--- config.mk ---
export PLATFORM = sky130hd
export DESIGN_NAME = cfgsp_top
export DESIGN_NICKNAME = d
export VERILOG_FILES = /design/src/rtl/cfgsp_pkg.sv /design/src/rtl/cfgsp_f0_regs.sv /design/src/rtl/cfgsp_f1_regs.sv /design/src/rtl/cfgsp_bm_window.sv /design/src/rtl/cfgsp_top.sv
export SDC_FILE = /design/constraint.sdc
export NUM_CORES = 2
export LEC_CHECK = 0
export BUFFER_PORTS_ARGS = -buffer_cell sky130_fd_sc_hd__buf_2
export CAP_MARGIN = 40
export CORE_MARGIN = 3
export CORE_UTILIZATION = 55
export DETAILED_ROUTE_END_ITERATION = 10
export PLACE_DENSITY_LB_ADDON = 0.15
export SYNTH_ARGS = -nofsm -noshare
export SYNTH_HDL_FRONTEND = slang
export SYNTH_SLANG_ARGS = --single-unit
--- constraint.sdc ---
create_clock -name clk -period 8.9 [get_ports clk]
set_clock_uncertainty 0.15 [all_clocks]
set_input_delay 2.225 -clock clk [delete_from_list [all_inputs] [get_ports clk]]
set_output_delay 2.225 -clock clk [all_outputs]
set_load 0.1 [all_outputs]
--- src/rtl/cfgsp_pkg.sv ---
package cfgsp_pkg;
  localparam int FUNC_W   = 3;
  localparam int ADDR_W   = 8;
  localparam int DATA_W   = 8;
  localparam int IO_W     = 16;
  localparam int WIN_BITS = 4;
  localparam int F0_DEPTH = 1 << ADDR_W;

  localparam logic [15:0] VENDOR_ID = 16'h1D0C;
  localparam logic [15:0] DEV_F0    = 16'h0A10;
  localparam logic [15:0] DEV_F1    = 16'h0A11;
  localparam logic [7:0]  F0_REV    = 8'h02;
  localparam logic [7:0]  F0_HDR    = 8'h80;
  localparam logic [7:0]  F0_CLS0   = 8'h00;
  localparam logic [7:0]  F0_CLS1   = 8'h01;
  localparam logic [7:0]  F0_CLS2   = 8'h06;

  localparam logic [ADDR_W-1:0] OFS_MASKED6A = 8'h6A;

  // offsets in function 0 that ignore writes
  function automatic logic f0_is_ro(input logic [ADDR_W-1:0] a);
    return (a <= 8'h03) || (a >= 8'h08 && a <= 8'h0B) || (a == 8'h0E);
  endfunction

  // identification bytes of function 0, zero elsewhere
  function automatic logic [DATA_W-1:0] f0_reset_byte(input logic [ADDR_W-1:0] a);
    case (a)
      8'h00:   return VENDOR_ID[7:0];
      8'h01:   return VENDOR_ID[15:8];
      8'h02:   return DEV_F0[7:0];
      8'h03:   return DEV_F0[15:8];
      8'h08:   return F0_REV;
      8'h09:   return F0_CLS0;
      8'h0A:   return F0_CLS1;
      8'h0B:   return F0_CLS2;
      8'h0E:   return F0_HDR;
      default: return '0;
    endcase
  endfunction
endpackage

--- src/rtl/cfgsp_f0_regs.sv ---
module cfgsp_f0_regs
  import cfgsp_pkg::*;
#(
  parameter bit LATE_GEN = 1'b1
) (
  input  logic              clk,
  input  logic              rst_n,
  input  logic              we,
  input  logic [ADDR_W-1:0] addr,
  input  logic [DATA_W-1:0] wdata,
  output logic [DATA_W-1:0] rdata
);
  localparam logic [DATA_W-1:0] HOLD_MASK = LATE_GEN ? 8'h02 : 8'h03;

  logic [DATA_W-1:0] bytes_q [F0_DEPTH];
  logic [DATA_W-1:0] wr_val;

  always_comb begin
    wr_val = wdata;
    if (addr == OFS_MASKED6A) wr_val = wdata | HOLD_MASK;
  end

  always_ff @(posedge clk) begin
    if (!rst_n) begin
      for (int i = 0; i < F0_DEPTH; i++)
        bytes_q[i] <= f0_reset_byte(ADDR_W'(i)) |
                      ((ADDR_W'(i) == OFS_MASKED6A) ? HOLD_MASK : '0);
    end else if (we && !f0_is_ro(addr)) begin
      bytes_q[addr] <= wr_val;
    end
  end

  assign rdata = bytes_q[addr];

  // protected identification bytes survive a write
  assert_ro_kept_R8: assert property (@(posedge clk) disable iff (!rst_n)
    (we && f0_is_ro(addr)) |=> (bytes_q[$past(addr)] == $past(bytes_q[addr])));

  // held bits of the generation-masked byte stay at one
  assert_hold_bits_R10: assert property (@(posedge clk) disable iff (!rst_n)
    (we && addr == OFS_MASKED6A) |=> ((bytes_q[OFS_MASKED6A] & HOLD_MASK) == HOLD_MASK));
endmodule

--- src/rtl/cfgsp_f1_regs.sv ---
module cfgsp_f1_regs
  import cfgsp_pkg::*;
#(
  parameter bit LATE_GEN = 1'b1
) (
  input  logic                       clk,
  input  logic                       rst_n,
  input  logic                       we,
  input  logic [ADDR_W-1:0]          addr,
  input  logic [DATA_W-1:0]          wdata,
  output logic [DATA_W-1:0]          rdata,
  output logic                       pri_en,
  output logic                       sec_en,
  output logic                       bm_en,
  output logic [IO_W-WIN_BITS-1:0]   bm_base
);
  localparam logic [DATA_W-1:0] CMD_MASK  = 8'h05;
  localparam logic [DATA_W-1:0] STS_MASK  = 8'h38;
  localparam logic [3:0]        BAR_LOW   = 4'b0001;

  logic [DATA_W-1:0] cmd_q, sts_q, lat_q, bar_lo_q, bar_hi_q;
  logic [DATA_W-1:0] tim_p_lo_q, tim_p_hi_q, tim_s_lo_q, tim_s_hi_q, ext_q;

  always_ff @(posedge clk) begin
    if (!rst_n) begin
      cmd_q      <= '0;
      sts_q      <= '0;
      lat_q      <= '0;
      bar_lo_q   <= {4'b0000, BAR_LOW};
      bar_hi_q   <= '0;
      tim_p_lo_q <= '0;
      tim_p_hi_q <= '0;
      tim_s_lo_q <= '0;
      tim_s_hi_q <= '0;
      ext_q      <= '0;
    end else if (we) begin
      case (addr)
        8'h04: cmd_q      <= (cmd_q & ~CMD_MASK) | (wdata & CMD_MASK);
        8'h07: sts_q      <= (sts_q & ~STS_MASK) | (wdata & STS_MASK);
        8'h0D: lat_q      <= wdata;
        8'h20: bar_lo_q   <= {wdata[7:4], BAR_LOW};
        8'h21: bar_hi_q   <= wdata;
        8'h40: tim_p_lo_q <= wdata;
        8'h41: tim_p_hi_q <= wdata;
        8'h42: tim_s_lo_q <= wdata;
        8'h43: tim_s_hi_q <= wdata;
        8'h44: if (LATE_GEN) ext_q <= wdata;
        default: ;
      endcase
    end
  end

  always_comb begin
    case (addr)
      8'h00:   rdata = VENDOR_ID[7:0];
      8'h01:   rdata = VENDOR_ID[15:8];
      8'h02:   rdata = DEV_F1[7:0];
      8'h03:   rdata = DEV_F1[15:8];
      8'h04:   rdata = cmd_q;
      8'h07:   rdata = sts_q;
      8'h0D:   rdata = lat_q;
      8'h20:   rdata = bar_lo_q;
      8'h21:   rdata = bar_hi_q;
      8'h40:   rdata = tim_p_lo_q;
      8'h41:   rdata = tim_p_hi_q;
      8'h42:   rdata = tim_s_lo_q;
      8'h43:   rdata = tim_s_hi_q;
      8'h44:   rdata = ext_q;
      default: rdata = '0;
    endcase
  end

  assign pri_en  = tim_p_hi_q[7];
  assign sec_en  = tim_s_hi_q[7];
  assign bm_en   = cmd_q[0];
  assign bm_base = {bar_hi_q, bar_lo_q[7:4]};

  assert_cmd_mask_R2: assert property (@(posedge clk) disable iff (!rst_n)
    (we && addr == 8'h04) |=> ((cmd_q & ~CMD_MASK) == $past(cmd_q & ~CMD_MASK)));

  assert_sts_mask_R3: assert property (@(posedge clk) disable iff (!rst_n)
    (we && addr == 8'h07) |=> ((sts_q & ~STS_MASK) == $past(sts_q & ~STS_MASK)));

  assert_bar_low_R4: assert property (@(posedge clk) disable iff (!rst_n)
    (we && addr == 8'h20) |=> (bar_lo_q == {$past(wdata[7:4]), BAR_LOW}));

  assert_ext_absent_R9: assert property (@(posedge clk) disable iff (!rst_n)
    (!LATE_GEN && we && addr == 8'h44) |=> $stable(ext_q));
endmodule

--- src/rtl/cfgsp_bm_window.sv ---
module cfgsp_bm_window
  import cfgsp_pkg::*;
#(
  parameter int AW = IO_W,
  parameter int WB = WIN_BITS
) (
  input  logic            clk,
  input  logic            rst_n,
  input  logic            en,
  input  logic [AW-WB-1:0] base,
  input  logic [AW-1:0]   io_addr,
  output logic            hit
);
  localparam int TAG_W = AW - WB;

  logic [TAG_W-1:0] tag;
  assign tag = io_addr[AW-1:WB];
  assign hit = en && (tag == base);

  // a hit never appears while decoding is switched off
  assert_hit_needs_en_R7: assert property (@(posedge clk) disable iff (!rst_n)
    hit |-> en);
endmodule

--- src/rtl/cfgsp_top.sv ---
module cfgsp_top
  import cfgsp_pkg::*;
#(
  parameter bit LATE_GEN = 1'b1
) (
  input  logic              clk,
  input  logic              rst_n,
  input  logic              req_valid,
  output logic              req_ready,
  input  logic              req_write,
  input  logic [FUNC_W-1:0] req_func,
  input  logic [ADDR_W-1:0] req_addr,
  input  logic [DATA_W-1:0] req_wdata,
  output logic [DATA_W-1:0] rd_data,
  input  logic [IO_W-1:0]   io_addr,
  output logic              io_hit,
  output logic              pri_en,
  output logic              sec_en
);
  logic              we0, we1;
  logic [DATA_W-1:0] rd0, rd1;
  logic              bm_en;
  logic [IO_W-WIN_BITS-1:0] bm_base;

  assign req_ready = 1'b1;
  assign we0 = req_valid && req_ready && req_write && (req_func == FUNC_W'(0));
  assign we1 = req_valid && req_ready && req_write && (req_func == FUNC_W'(1));

  cfgsp_f0_regs #(.LATE_GEN(LATE_GEN)) u_f0 (
    .clk(clk), .rst_n(rst_n), .we(we0), .addr(req_addr),
    .wdata(req_wdata), .rdata(rd0)
  );

  cfgsp_f1_regs #(.LATE_GEN(LATE_GEN)) u_f1 (
    .clk(clk), .rst_n(rst_n), .we(we1), .addr(req_addr),
    .wdata(req_wdata), .rdata(rd1), .pri_en(pri_en), .sec_en(sec_en),
    .bm_en(bm_en), .bm_base(bm_base)
  );

  cfgsp_bm_window #(.AW(IO_W), .WB(WIN_BITS)) u_win (
    .clk(clk), .rst_n(rst_n), .en(bm_en), .base(bm_base),
    .io_addr(io_addr), .hit(io_hit)
  );

  always_comb begin
    case (req_func)
      FUNC_W'(0): rd_data = rd0;
      FUNC_W'(1): rd_data = rd1;
      default:    rd_data = '0;
    endcase
  end

  assert_high_func_ignored_R1: assert property (@(posedge clk) disable iff (!rst_n)
    (req_valid && req_write && req_func > FUNC_W'(1)) |=> ($stable(pri_en) && $stable(sec_en)));

  assert_pri_only_on_write_R6: assert property (@(posedge clk) disable iff (!rst_n)
    !(we1 && req_addr == 8'h41) |=> $stable(pri_en));

  assert_sec_only_on_write_R6: assert property (@(posedge clk) disable iff (!rst_n)
    !(we1 && req_addr == 8'h43) |=> $stable(sec_en));

  assert_always_ready_R12: assert property (@(posedge clk) disable iff (!rst_n)
    req_ready);
endmodule

# ---- After elaboration in Yosys (flattened, before gate mapping)
# Memory sizes are Yosys's and may differ from the RTL's.
# Cells that the tools add are included.
dict set report word_totals {
  ff_bits 76
  ram_bits 2048
  out_inout_bits 12
  wordCells 74
  memories 1
}
dict set report op_classes {
  order_cmp 3
  n_eq_ne 17
  n_mux 19
  bitwise 2
  n_reduce_logical 22
}
# memory depth width read_ports rd_clocked_by_memory_dff write_ports line_no
set memory_table {}
lappend memory_table {u_f0.bytes_q 256 8 1 0 256 cfgsp_f0_regs.sv:15} ;# logic [DATA_W-1:0] bytes_q [F0_DEPTH];
# cell n
set ops {}
lappend ops {{8-bit one-hot mux with 14 select lines} 1}
lappend ops {{8-bit two-way mux} 11}
lappend ops {{8-bit by 7-bit == test with 1-bit output (second input constant)} 6}
lappend ops {{2-bit AND reduction} 10}
lappend ops {{8-bit by 2-bit == test with 1-bit output (second input constant)} 2}
lappend ops {{8-bit by 3-bit == test with 1-bit output (second input constant)} 2}
lappend ops {{8-bit by 4-bit == test with 1-bit output (second input constant)} 2}
lappend ops {{8-bit by 6-bit == test with 1-bit output (second input constant)} 2}
lappend ops {{8-bit one-hot mux with 2 select lines} 1}
lappend ops {{12-bit == test} 1}
lappend ops {{8-bit by 1-bit == test with 1-bit output (second input constant)} 1}
lappend ops {{8-bit by 4-bit greater-or-equal comparator with 1-bit output (second input constant)} 1}
lappend ops {{8-bit by 2-bit <= comparator with 1-bit output (second input constant)} 1}
lappend ops {{8-bit by 4-bit <= comparator with 1-bit output (second input constant)} 1}
lappend ops {{8-bit logical NOT} 1}
lappend ops {{8-bit by 3-bit OR with 8-bit output} 1}
lappend ops {{8-bit by 6-bit OR with 8-bit output} 1}
lappend ops {{8-bit OR reduction} 1}
lappend ops {{1-bit logical AND} 6}
lappend ops {{1-bit two-way mux} 5}
lappend ops {{3-bit by 1-bit == test with 1-bit output (second input constant)} 1}
lappend ops {{3-bit logical NOT} 1}
lappend ops {{1-bit logical OR} 2}
lappend ops {{2-bit two-way mux} 1}
lappend ops {{1-bit logical NOT} 1}

# ---- Depth between registers and ports, before layout
dict set report depth {
  depth_word 11
  depth_mapped 13
  depth_no_buf 7
}

# ---- Cells and area by module
# Synthesis repeated with hierarchy kept, for this count alone.
dict set report hier_totals {
  hier_cells 6784
  hier_area_um2 97044.3
}
# mod instances cells_each area_each_um2 seq_area_each_um2
set modules_own_cells {}
lappend modules_own_cells {cfgsp_f0_regs 1 6384 93458.4 61499.0}
lappend modules_own_cells {cfgsp_f1_regs 1 358 3273.1 1301.2}
lappend modules_own_cells {cfgsp_top 1 25 173.9 0.0}
lappend modules_own_cells {cfgsp_bm_window 1 17 138.9 0.0}

# ---- Worst setup path before layout
# OpenSTA, ideal clock, no wires.
dict set report synth_path {
  path_type {input to output}
  start {input req_addr[0]}
  end {output rd_data[4]}
  t_arrival_ns 5.315
  required_time_ns 6.525
  path_slack_ns 1.210
  stages 11
  n_path_buf 5
  path_cell_list {buf_6 -> buf_6 -> buf_6 -> buf_4 -> buf_4 -> mux2i_1 -> a221oi_1 -> a211oi_1 -> nor2_1 -> and4bb_1 -> o22ai_1}
}
dict set report synth_via {
  elab_chain_cells 3
  elab_cells_between_ends 17
  classes_between {13 x eq/ne; 2 x mux; 1 x reduce/logical; 1 x memory}
}
# element line_no
set synth_rtl {}
lappend synth_rtl {{start, declared} cfgsp_top.sv:12} ;# input logic [ADDR_W-1:0] req_addr,
lappend synth_rtl {{branches (longest 2 deep; another with memory 256 x 8 bit)} --}
lappend synth_rtl {{8-bit one-hot mux with 2 select lines (*)} cfgsp_top.sv:46} ;# case (req_func)
lappend synth_rtl {{end, declared} cfgsp_top.sv:14} ;# output logic [DATA_W-1:0] rd_data,
# Every way passes the cells marked *.

# ---- Final worst setup path
dict set report layout_path {
  start {input req_addr[0]}
  end {output rd_data[0]}
}
# Same word-level chain as after synthesis.

==> results.md <==
* H-tree depth at 4
* Kind of critical path: in -> out
* Largest stage delay, worst path at just over 0.5 ns
* Die Y at 424 µm
* Static leakage at between 30 and 40 nW
* Post-cts sizing count at 0
* WP buf/inv at 6
* Netlist cell types at 86
* Worst path slowest cell: mux4_2
* P&R area growth vs syn at 11.6%
* Syn Inst Count at 6812
* DRT iter0 DRCs at 10100
* Number of synthesized flops with an enable pin at 2048
* RSZ-0062 raised after global routing: false
* Max clock buf depth at 3
* VDD IR-drop max at 0.211 mV
* FF-to-FF Start: u_f1.bar_hi_q[6]
* F_max at 115 MHz
* Setup Fix Bufs, Post-CTS at 0
* Worst-Margin Slew at ~1.1 ns
* TritonCTS clock tree: yes
* Pwr dens at between 200 and 250 nW/µm²
* Synthesized flop and latch total at 2113
* Quantity of hold-fixing buffers added after cts at 0
* GRT Resource Usage Total at 33.7%
* Slew Limit Fails at 0
* Number of detailed-route iterations in the first pass at 8
* Status: finished, final reports clean
* Num ports at between 50 and 60
* CP endpoint kind: primary output
* Initial Utilization at 55.7%
* Crit Path Max Fanout at 30
* Final GP Congestion at 0.936
* Total gr overflow at 0
* Fill count at 12900
* Total Die Area at 180000 µm²
* Final core occ at between 60% and 70%
* Final setup vio count at 0
* Routed wire length at 303 mm
* Layout Nets at 6869
* Placed inst area at 101000 µm²
* Setup crit start: req_addr[0]
* Avg WL per Cell at 32.5 µm
* Maxcap violations at 0
* Yosys warning count at 0
* Min-delay src: u_f1.tim_s_lo_q[1]
* DP Cell Count at 8920
* Crit share post-route at a little over nine tenths
* WP data arrival at 6.32 ns
* Drt drc at 0
* Fraction of registers with async set/reset at 0%
* TritonCTS buffer count at 217
* Worst Hold Class: reg -> reg
* Via count at 62800
* Final Hold Fails at 0
* First-pass GRT wire length at 436 mm
* Sequential share of the synthesized area at 65.3%
* Die width at 424 µm
* Top_reg_cell synth: edfxtp_1
* Port-buffer cells at 45
* Layout cells sized above 1 at 19.1%
* Number of global-route vias before repair at 61100
* Post-layout min period at between 8 and 9 ns
* Post-DRT Antenna Nets at 0
* Clk root buf: clkbuf_16
* Total power draw at roughly 22 mW
* Design area at around 110000 µm²
* Clk_lat worst skew at ~0.85 ns
* Final std cells w/o fill at 9339
* Initial antenna violation count at 21
* Worst setup SP type: input port
* Delay-heaviest family, CP: buffers and inverters
* Clock slew at reported path FFs at about 0.060 ns
* Core area at around 170000 µm²
* Worst path cell trace: buf_8, buf_12, buf_12, buf_12, mux4_2, mux2i_1, buf_4, o32ai_1, a311oi_1, nand3_1, and4b_1, o22ai_1, buf_2
* Post-DR vias/cell at 6.72
* Crit path required time at between 6 and 7 ns
* Synth Cell Area at 96200 µm²
* Worst path most repeated cell: buf_12
* Placement row count at 152
* Mean Syn Cell Area at 14.1 µm²
* Slew HR at 27.3%
* DP HPWL at between 150 and 200 mm
* CTS sink cnt at 2113
* Largest net degree at the start of global routing at 149
* Fin Setup TNS at 0 ns
==> layer usage <==
layer / vias to the layer above / GRT usage [%] / wire (µm)
met5: - / 0.484 / 181
met3: 739 / 8.56 / 38300
met4: 10 / 15.9 / 16000
met2: 4418 / 50.7 / 138000
li1: 25800 / - / -
met1: 31900 / 46.4 / 111000
==> synthesized netlist by cell type (5+ instances only) <==
master | count | area, µm²
buf_4 | 35 | 263
nand3_1 | 64 | 320
o21ai_0 | 127 | 636
nor2_1 | 1075 | 4040
nand4_1 | 12 | 75.1
buf_2 | 119 | 596
nand2b_1 | 11 | 68.8
a31oi_1 | 13 | 81.3
a32oi_1 | 10 | 87.6
nor4bb_1 | 5 | 50.1
a22o_1 | 12 | 105
and2_1 | 63 | 394
nor4_1 | 11 | 68.8
o21ai_1 | 5 | 25.0
mux2i_1 | 222 | 2220
a222oi_1 | 5 | 50.1
a21oi_1 | 39 | 195
clkbuf_1 | 535 | 2010
o32ai_1 | 19 | 166
o22ai_1 | 36 | 225
nand2_1 | 499 | 1870
xnor2_1 | 9 | 78.8
nor3_1 | 32 | 160
a22oi_1 | 61 | 458
nor2b_1 | 13 | 81.3
and3_1 | 964 | 6030
buf_6 | 35 | 394
mux4_2 | 501 | 11300
o211ai_1 | 10 | 75.1
a211oi_1 | 7 | 52.6
edfxtp_1 | 2048 | 61500
dfxtp_1 | 65 | 1300
a221oi_1 | 13 | 114
buf_1 | 16 | 60.1
inv_1 | 17 | 63.8
mux2_2 | 8 | 90.1
==> cell usage in the layout, fill, tap and decap left out, drive strengths merged, types with 39 or more instances in the layout <==
cell    instances
clkbuf        277
mux2i         222
edfxtp       2048
nor2         1076
nand3          64
buf           469
a22oi          61
a21oi          39
and2           65
clkinv         96
nand2         501
and3          964
o21ai         132
dfxtp          65
mux4          501
conb           74
==> path summary, 6_finish.rpt <==
check,slack (ns),cells after the start,endpoint
hold reg to reg,0.31,2,u_f1.tim_s_lo_q[1]
setup / recovery,0.20,13,rd_data[0]
setup reg to reg,7.99,2,u_f1.bar_hi_q[6]
hold / removal,0.31,2,u_f1.tim_s_lo_q[1]
==> worst min-delay path: cells and delay by family, from the launching register on <==
kind	cells	cell delay (ns)
AOI/OAI and AO/OA	1	0.05
and+or+nand+nor	1	0.05
DFF	1	0.31
==> layout make-up <==
type / count / area (µm²) / area share, %
Multi-Input combinational cell: 4012 / 30500 / 28.4
Timing Repair Buffer: 469 / 4220 / 3.93
Sequential cell: 2113 / 62800 / 58.5
Antenna cell: 16 / 40.0 / 0.0373
Tap cell: 2310 / 2890 / 2.69
Clock inverter: 125 / 1090 / 1.01
Inverter: 17 / 65.1 / 0.0606
Clock buffer: 277 / 5740 / 5.34
==> cells by family after synthesis <==
family	synth area share, %
other	0.00781
flip-flops	65.3
AND/OR/NAND/NOR	14.1
multiplexers	14.1
buffers and inverters	3.55
AO/OA/AOI/OAI	2.77
XOR/XNOR	0.118
==> metrics by stage <==
stage	worst slack, ns	hold WS [ns]
3_3_place_gp	0.197	0.304
3_5_place_dp	0.171	0.308
6_report	0.204	0.314
5_1_grt	0.171	0.344
2_1_floorplan	1.21	0.286
4_1_cts	0.170	0.315
==> power by group <==
part | switching, mW | internal, mW
clock | 3.91 | 4.99
combinational | 1.17 | 0.632
sequential | 0.133 | 11.4
==> registers in the layout, indices dropped and copies added (netlist names), 4 cells and up <==
register	count
u_f0.bytes_q	2048
u_f1.bar_hi_q	8
u_f1.ext_q	8
u_f1.lat_q	8
u_f1.tim_p_hi_q	8
u_f1.tim_p_lo_q	8
u_f1.tim_s_hi_q	8
u_f1.tim_s_lo_q	8
u_f1.bar_lo_q	4
(Power assumes the default switching activity.)
